==> src/rtl/bus_lane_adapter.sv <==
module bus_lane_adapter #(
  parameter int ADDR_W = 24
) (
  input  logic              clk,
  input  logic              rst_n,
  input  logic              req_valid,
  output logic              req_ready,
  input  logic              req_write,
  input  logic              req_io,
  input  logic              req_wide,
  input  logic              req_dma8,
  input  logic [ADDR_W-1:0] req_addr,
  input  logic [15:0]       req_wdata,
  output logic              rsp_done,
  output logic [15:0]       rsp_rdata,
  output logic [ADDR_W-1:0] bus_addr,
  output logic              bus_hi_en,
  output logic [15:0]       bus_wdata,
  input  logic [15:0]       bus_rdata,
  output logic              cyc_start,
  output logic              cyc_write,
  output logic              cyc_io,
  output logic              cyc_wide,
  input  logic              cyc_done,
  input  logic              mem16_ack,
  input  logic              io16_ack
);
  localparam int LANE_W = 8;

  typedef enum logic [2:0] {S_IDLE, S_PROBE, S_ISSUE, S_WAIT, S_DONE} state_t;
  state_t state;

  logic [ADDR_W-1:0] addr_q;
  logic [15:0]       wd_q, rd_q;
  logic              wr_q, io_q, wide_q, dma8_q, dev16_q, hi_q;

  logic              split, full, cur_a0, host_hi, dev_hi;
  logic [LANE_W-1:0] host_byte, bus_byte;

  assign split     = wide_q & ~dev16_q;
  assign full      = wide_q & dev16_q;
  assign cur_a0    = full ? 1'b0 : (split ? hi_q : addr_q[0]);
  assign host_hi   = split ? hi_q : (~dma8_q & addr_q[0]);
  assign dev_hi    = ~wide_q & dev16_q & addr_q[0];
  assign host_byte = host_hi ? wd_q[15:8] : wd_q[7:0];
  assign bus_byte  = dev_hi ? bus_rdata[15:8] : bus_rdata[7:0];

  assign req_ready = (state == S_IDLE);
  assign rsp_done  = (state == S_DONE);
  assign rsp_rdata = rd_q;
  assign cyc_start = (state == S_ISSUE);
  assign cyc_write = wr_q;
  assign cyc_io    = io_q;
  assign cyc_wide  = dev16_q;
  assign bus_addr  = {addr_q[ADDR_W-1:1], cur_a0};
  assign bus_hi_en = full | cur_a0;
  assign bus_wdata = full   ? wd_q :
                     dev_hi ? {host_byte, {LANE_W{1'b0}}} :
                              {{LANE_W{1'b0}}, host_byte};

  always_ff @(posedge clk) begin
    if (!rst_n) begin
      state   <= S_IDLE;
      addr_q  <= '0;
      wd_q    <= '0;
      rd_q    <= '0;
      wr_q    <= 1'b0;
      io_q    <= 1'b0;
      wide_q  <= 1'b0;
      dma8_q  <= 1'b0;
      dev16_q <= 1'b0;
      hi_q    <= 1'b0;
    end else begin
      case (state)
        S_IDLE: if (req_valid) begin
          addr_q <= req_addr;
          wd_q   <= req_wdata;
          wr_q   <= req_write;
          io_q   <= req_io;
          wide_q <= req_wide;
          dma8_q <= req_dma8 & ~req_wide;
          hi_q   <= 1'b0;
          rd_q   <= '0;
          state  <= S_PROBE;
        end
        S_PROBE: begin
          dev16_q <= io_q ? io16_ack : mem16_ack;
          state   <= S_ISSUE;
        end
        S_ISSUE: state <= S_WAIT;
        S_WAIT: if (cyc_done) begin
          if (!wr_q) begin
            if (full)         rd_q <= bus_rdata;
            else if (host_hi) rd_q[15:8] <= bus_byte;
            else              rd_q[7:0]  <= bus_byte;
          end
          if (split && !hi_q) begin
            hi_q  <= 1'b1;
            state <= S_ISSUE;
          end else begin
            state <= S_DONE;
          end
        end
        S_DONE:  state <= S_IDLE;
        default: state <= S_IDLE;
      endcase
    end
  end
endmodule

==> config.mk <==
export PLATFORM = sky130hd
export DESIGN_NAME = bus_lane_adapter
export DESIGN_NICKNAME = d
export VERILOG_FILES = /design/src/rtl/bus_lane_adapter.sv
export SDC_FILE = /design/constraint.sdc
export NUM_CORES = 1
export LEC_CHECK = 0
export BUFFER_PORTS_ARGS = -buffer_cell sky130_fd_sc_hd__buf_2
export CORE_MARGIN = 3
export CORE_UTILIZATION = 44
export CTS_CLUSTER_DIAMETER = 30
export DETAILED_ROUTE_END_ITERATION = 8
export PLACE_DENSITY_LB_ADDON = 0.08
export REMOVE_ABC_BUFFERS = 1
export SLEW_MARGIN = 40
export SYNTH_ARGS = -nofsm -noshare
export SYNTH_HDL_FRONTEND = slang
export SYNTH_SLANG_ARGS = --single-unit
==> constraint.sdc <==
create_clock -name clk -period 1.85 [get_ports clk]
set_input_delay 0.555 -clock clk [delete_from_list [all_inputs] [get_ports clk]]
set_output_delay 0.555 -clock clk [all_outputs]
set_load 0.01 [all_outputs]
==> out/metrics.cfg, run 1 <==
[status]
status = finished, violations left
violations = setup timing

[setup_path]
cp.arrival_ns = 1.64
end_kind = output pin
worstPathRequired_ns = 1.29
crit_type = register to output pin
r2r_start = cyc_wide
cp_max_fo = 8
r2r_setup_slack_ns = 0.14
r2r_cells = 6
r2r-end = rsp_rdata[11]
start_kind = register

[final_layout]
stdcell_area_mm2 = 0.00412
finalNetCount = 564
fin_util_pct = 59.7
syn_to_final_growth_pct = 29.9
drive_above_1_share_pct = 39.6
diodes = 0

[drt]
drc = 0
vias_per_cell = 4.98
wl_per_cell_um = 13.8
drtAntennaViolNets = 0
first_pass_iters = 4
wirelength_um = 8280
dr.first_iter.drc_count = 106
num_vias = 2978

[synth]
synth_flop_cell = dfxtp_1
synth_seq_cells = 65
synth_area_per_cell_um2 = 8.25
syn_area_mm2 = 0.00318
synthArstFlopShare_pct = 0
ys_types = 39
synth-seq-area-share_pct = 41.0
synthCells = 385
yosysWarnings = 0
synth_edf_count = 0

[clock_network]
clock-sinks = 65
root_buffer = clkbuf_8
cts_buffer_depth = 2
clkTransAtPathRegs_ns = 0.07
cts_max_level = 3
numCtsBuffers = 9
cts_tree = yes
worstSkewPairLatency_ns = 0.33

[timing]
rsz0062_at_grt = yes
hold_viol = 0
maxSlewViolCount = 0
clock_skew_ns = 0.00773
fmaxAchievable_ghz = 0.456
setup_ws_ns = -0.342
finalCritPeriodShare_pct = 118
worst_slew_pin_slew_ns = 0.403
finalSetupViolations = 17
period_needed_ns = 2.19
slew_headroom_pct = 73.0

[job]
max_cap_violations = 0

[place]
numPortBuffers = 128
place_congestion = 0.824
placed_cell_area_mm2 = 0.00381
dpl.hpwl_um = 5930
dp_slack_ns = -0.118

[global_routing]
grt_usage_pct = 19.8
grt_max_degree = 46
grt_pass1_wl_um = 13400
antenna_found_initial = 0
grt_remaining_overflow = 0
grt_pass1_vias = 2866

[floorplanning]
core_mm2 = 0.00691
die_w_um = 91.0
fp.dieH_um = 91.0
io_pins = 129
start_util_pct = 46.0
die_area_mm2 = 0.00827
rows = 30

[power]
cellPowerDensity_mw_per_mm2 = 820
ir_drop_mv = 0.496
power_leakage_uw = 0.00193

[worst_hold_path]
min-delay-start = addr_q[14]
min_path_type = register to register
hold_depth = 2
holdPathEnd = addr_q[14]

==> stage by stage <==
step	TNS, ns	power, uW	instances	hold slack, ns
2_1_floorplan	-1.39	1900	335	0.448
3_3_place_gp	-0.382	2190	579	0.439
3_5_place_dp	-0.875	2200	579	0.444
4_1_cts	-4.36	3410	597	0.436
5_1_grt	-5.75	3550	598	0.446
6_report	-4.53	3380	598	0.451
==> cells in the final DEF (no fill, tap or decap), types with 2 or more instances in the layout <==
cell / netlist / layout
nor3_1: 2 / 2
buf_2: 9 / 126
nand2b_1: 3 / 3
buf_4: 28 / 19
clkinv_2: 0 / 2
nor2_1: 7 / 7
mux2_2: 8 / 8
mux2i_1: 17 / 17
clkbuf_8: 0 / 11
o22ai_1: 8 / 8
nand3_1: 3 / 2
a21boi_0: 16 / 15
a22oi_2: 0 / 4
a21o_1: 2 / 2
nor3b_1: 2 / 2
buf_6: 1 / 4
nor2b_1: 10 / 8
inv_1: 3 / 3
dfxtp_2: 0 / 3
a21oi_1: 31 / 30
buf_12: 0 / 3
dfxtp_1: 65 / 61
a22oi_1: 8 / 4
nand2_1: 115 / 114
a22o_1: 16 / 15
==> registers in the layout, summed over array words and instances (netlist names), 3 cells and up <==
register	count
addr_q	24
rsp_rdata	16
wd_q	16
state	3
==> cells by family after synthesis <==
family / after synthesis / synth area share (%)
simple gates: 152 / 20.9
buf+inv: 53 / 10.2
flops: 65 / 41.0
compound gates: 90 / 19.8
mux: 25 / 8.20
==> routing by layer <==
metal	vias up	share of wire, %	GRT usage [%]
met5	-	0	0
met4	0	1.8	7.91
met3	13	6.2	4.81
met2	85	49	33.0
met1	1377	43	24.4
li1	1503	-	-
==> power by group <==
group | total [uW] | internal (uW) | leakage [uW] | switching (uW)
Clock | 1190 | 684 | 0.000102 | 504
Sequential | 1550 | 1480 | 0.000532 | 67.3
Combinational | 643 | 304 | 0.00129 | 339
Total | 3380 | 2470 | 0.00193 | 910
==> repair_timing <==
action,in CTS,in global routing
cloned,0,0
hold buffers,0,0
setup buffers,4,1
endpoints found under the setup margin,17,21
pin swaps,24,6
resized for setup,16,11
==> critical path, stage by stage, from the launching register on <==
cell,delay [ns]
dfxtp_2,0.35
and3b_2,0.23
a21o_1,0.17
and2_4,0.17
a22o_1,0.23
buf_2,0.14
==> layout make-up <==
cell class                      count  area (um^2)
Fill cell                         711         2780
Multi-Input combinational cell    267         1610
Sequential cell                    65         1310
Timing Repair Buffer              152          878
Clock buffer                       12          155
Tap cell                           96          120
Clock inverter                      3         40.0
Inverter                            3         11.3
==> worst max path at each step <==
stage / start / to / slack (ns) / depth (start not counted)
floorplan: cyc_wide / bus_wdata[0] / -0.17 / 4
global placement: cyc_wide / bus_wdata[0] / -0.05 / 5
detailed placement: cyc_wide / bus_wdata[2] / -0.12 / 5
CTS: cyc_wide / bus_wdata[2] / -0.32 / 5
global route: cyc_wide / bus_wdata[2] / -0.39 / 5
finish: cyc_wide / bus_wdata[6] / -0.34 / 5
==> Yosys cell counts (8+ instances only) <==
master / n / area (um^2)
nand2_1: 115 / 432
dfxtp_1: 65 / 1300
a21oi_1: 31 / 155
buf_4: 28 / 210
mux2i_1: 17 / 170
a21boi_0: 16 / 120
a22o_1: 16 / 140
clkbuf_1: 11 / 41.3
nor2b_1: 10 / 62.6
buf_2: 9 / 45.0
a22oi_1: 8 / 60.1
mux2_2: 8 / 90.1
o22ai_1: 8 / 50.1
No activity file was read; power rests on OpenSTA's default activity.
==> run 2, diff against run 1 <==
--- a/config.mk
+++ b/config.mk
@@ -5,14 +5,15 @@
 export SDC_FILE = /design/constraint.sdc
 export NUM_CORES = 1
 export LEC_CHECK = 0
+export ABC_AREA = 1
 export BUFFER_PORTS_ARGS = -buffer_cell sky130_fd_sc_hd__buf_2
 export CORE_MARGIN = 3
-export CORE_UTILIZATION = 44
+export CORE_UTILIZATION = 45
 export CTS_CLUSTER_DIAMETER = 30
 export DETAILED_ROUTE_END_ITERATION = 8
+export GPL_ROUTABILITY_DRIVEN = 0
 export PLACE_DENSITY_LB_ADDON = 0.08
 export REMOVE_ABC_BUFFERS = 1
-export SLEW_MARGIN = 40
 export SYNTH_ARGS = -nofsm -noshare
 export SYNTH_HDL_FRONTEND = slang
 export SYNTH_SLANG_ARGS = --single-unit
==> run 2 against run 1 <==
  * The flow still finishes with violations (setup timing)
  * Largest power group unchanged
  * Register-to-register slack improved by 0.02 ns
  * Synthesized area rose by 7.2%
  * Highest routed layer unchanged
  * Via count rose by 16%
==> out/metrics.cfg, run 2 <==
[power]
power_leakage_uw = 0.00228  ; +18%
ir_drop_mv = 0.642  ; +29%
p_int_uw = 3080  ; +25%
comb_power_share_pct = 35.0  ; +16 points
p_sw_uw = 1660  ; +82%
p_clk_share_pct = 28.4  ; -6.8 points
cellPowerDensity_mw_per_mm2 = 1040  ; +27%
seq_power_share_pct = 36.5  ; -9.3 points
p_total_uw = 4740  ; +40%
swShare_pct = 35.0  ; +8.0 points

[place]
placed_cell_area_mm2 = 0.00399  ; +4.6%
placedCellCount = 679  ; +17%
numPortBuffers = 128  ; unchanged
dpl.hpwl_um = 6200  ; +4.5%

[job]
max_cap_violations = 0  ; unchanged

[synth]
synth.top_cells.by_count = nor2_1 (101), nand2_1 (74), dfxtp_1 (65)
synth_area_leaders = dfxtp_1 (38%), nor2_1 (11%), nand2_1 (8.2%), o21ai_0 (7.4%), buf_4 (5.5%)
syn_area_mm2 = 0.00340  ; +7.2%
synthCells = 484  ; +26%
synth_top_area_cell = dfxtp_1
yosysTopAreaCellShare_pct = 38.2  ; -2.8 points
synthArstFlopShare_pct = 0  ; unchanged
yosys.cell_count.top_type = nor2_1
ys_types = 32  ; -18%
synth-seq-area-share_pct = 38.2  ; -2.8 points
synth_flop_cell = dfxtp_1
synth_edf_count = 0  ; unchanged
synth_seq_cells = 65  ; unchanged
yosysWarnings = 0  ; unchanged
synth_area_per_cell_um2 = 7.03  ; -15%

[clock_network]
clock-sinks = 65  ; unchanged
clkTransAtPathRegs_ns = 0.08  ; about the same
cts_max_level = 3  ; unchanged
cts_buffer_depth = 2  ; unchanged
postCtsHoldBufs = 0  ; unchanged
numCtsBuffers = 9  ; unchanged
worstSkewPairLatency_ns = 0.34  ; about the same
root_buffer = clkbuf_8
cts_tree = yes

[drt]
wl_per_cell_um = 12.8  ; -7.6%
first_pass_iters = 4  ; unchanged
drc = 0  ; unchanged
wirelength_um = 9000  ; +8.7%
drtAntennaViolNets = 0  ; unchanged
num_vias = 3444  ; +16%
vias_per_cell = 4.89  ; -1.8%
dr.first_iter.drc_count = 115  ; +8.5%

[floorplanning]
core_mm2 = 0.00729  ; +5.6%
die_w_um = 93.0  ; +2.2%
rows = 31  ; +3.3%
start_util_pct = 46.7  ; +0.71 points
fp.dieH_um = 93.0  ; +2.2%
die_area_mm2 = 0.00865  ; +4.5%
io_pins = 129  ; unchanged

[final_layout]
mostFrequentLayoutCell = buf_2
diodes = 0  ; unchanged
finalNetCount = 666  ; +18%
largest_register_ff_count = 24  ; unchanged
final_cell_count_no_fill = 704  ; +18%
syn_to_final_growth_pct = 33.9
mostFrequentLayoutCells = buf_2 (127), nor2_1 (101), nand2_1 (62), dfxtp_1 (62), o21ai_0 (41)
drive_above_1_share_pct = 38.5  ; -1.1 points
regMostFlops = addr_q
stdcell_area_mm2 = 0.00456  ; +11%
fillers = 712  ; +0.14%

[status]
status = finished, violations left
violations = setup timing

[timing]
period_needed_ns = 2.01  ; -0.180 ns
slew_headroom_pct = 76.9  ; +3.9 points
maxSlewViolCount = 0  ; unchanged
finalCritPeriodShare_pct = 109  ; -9.7 points
worst_slew_pin_slew_ns = 0.346  ; -0.0572 ns
clock_skew_ns = 0.00924  ; +0.00152 ns
hold_viol = 0  ; unchanged
fmaxAchievable_ghz = 0.497  ; +9.0%
rsz0062_at_grt = yes
finalSetupViolations = 18  ; +1
setup_ws_ns = -0.162  ; +0.180 ns
tns_ns = -2.26  ; +2.27 ns

[worst_hold_path]
min_path_type = primary input to register

[setup_path]
crit_slowest_cell = dfxtp_4
path_cells = buf_4 -> clkinvlp_4 -> nand3_4 -> o22ai_1 -> buf_2
start_kind = register
crit_type = register to output pin
cp_max_fo = 5  ; -3
worstPathRequired_ns = 1.29  ; about the same
slowest_delay_ns = 0.37  ; +0.02 ns
cp.arrival_ns = 1.46  ; -0.18 ns
end_kind = output pin

[global_routing]
grt_usage_pct = 21.3  ; +1.5 points
grt_pass1_vias = 3349  ; +17%
grt_max_degree = 44  ; -4.3%
grt_remaining_overflow = 0  ; unchanged
grt_pass1_wl_um = 15100  ; +13%
antenna_found_initial = 0  ; unchanged

==> run 2: cell types whose count changed in the layout (fill, tap and decap cells not counted), sizes merged, moves of 10 or more <==
cell / delta
a21boi: -17
a22o: -16
inv: +39
mux2i: -17
nand2: -28
nand3: +12
nor2: +105
nor2b: -10
o21ai: +55
==> run 2: per-layer routing <==
metal / vias to the layer above / track usage [%] / routed length [um]
met5: - / 0 / 0
met4: 0 / 6.96 / 66
met3: 6 / 5.71 / 631
met2: 101 / 33.5 / 4170
met1: 1560 / 28.3 / 4130
li1: 1777 / - / -
==> run 2: final timing paths <==
path                            cells after the start             to  slack (ns)    startpoint
worst max-delay path                                5  bus_wdata[13]       -0.16        wide_q
worst min-delay path                                3     addr_q[20]        0.44  req_addr[20]
worst max register to register                      9  rsp_rdata[13]        0.16        wide_q
worst min register to register                      2         dma8_q        0.47        dma8_q
==> run 2: repair_timing <==
action	in CTS	in global routing
gates cloned	3	0
resized for setup	33	32
endpoints found under the setup margin	18	26
buffers inserted	4	2
pin swaps	9	9
==> run 2: worst max-delay path, delay by kind of cell (launching register included) <==
kind                   cells  cell delay, ns
AND/OR/NAND/NOR            1            0.14
flip-flops                 1            0.37
buffers and inverters      3            0.44
AO/OA/AOI/OAI              1            0.17
==> run 2: kinds of logic after synthesis <==
kind of cell | after synthesis | synth area share, %
buffers and inverters | 89 | 14.0
DFF | 65 | 38.2
AOI/OAI and AO/OA | 114 | 18.5
and+or+nand+nor | 216 | 29.3
==> run 2: cell type report <==
cell class | instances | area, um^2 | share of cell area, %
multi-input combinational | 333 | 1880 | 41.1
tap | 99 | 124 | 2.72
clock buffer | 12 | 145 | 3.18
clock inverter | 4 | 76.3 | 1.67
timing repair buffer | 148 | 858 | 18.8
inverter | 43 | 173 | 3.79
sequential | 65 | 1310 | 28.7
==> run 2: power groups by stage <==
| stage | clock, uW | combinational [uW] | sequential (uW) |
|---|---|---|---|
| final | 1350 | 1660 | 1730 |
| after global routing | 1440 | 1860 | 1760 |
| after CTS | 1370 | 1560 | 1720 |
| after detailed placement | 0 | 1420 | 1750 |
| after global placement | 0 | 1390 | 1740 |
| after floorplan | 0 | 786 | 1820 |
==> run 2: metrics by stage <==
stage | hold WS, ns | worst slack [ns] | utilization (%)
finish | 0.443 | -0.162 | 62.5
global route | 0.433 | -0.229 | 62.5
CTS | 0.431 | -0.181 | 60.5
detailed placement | 0.453 | 0.0358 | 54.7
global placement | 0.452 | 0.0669 | 54.7
floorplan | 0.440 | 0.0697 | -
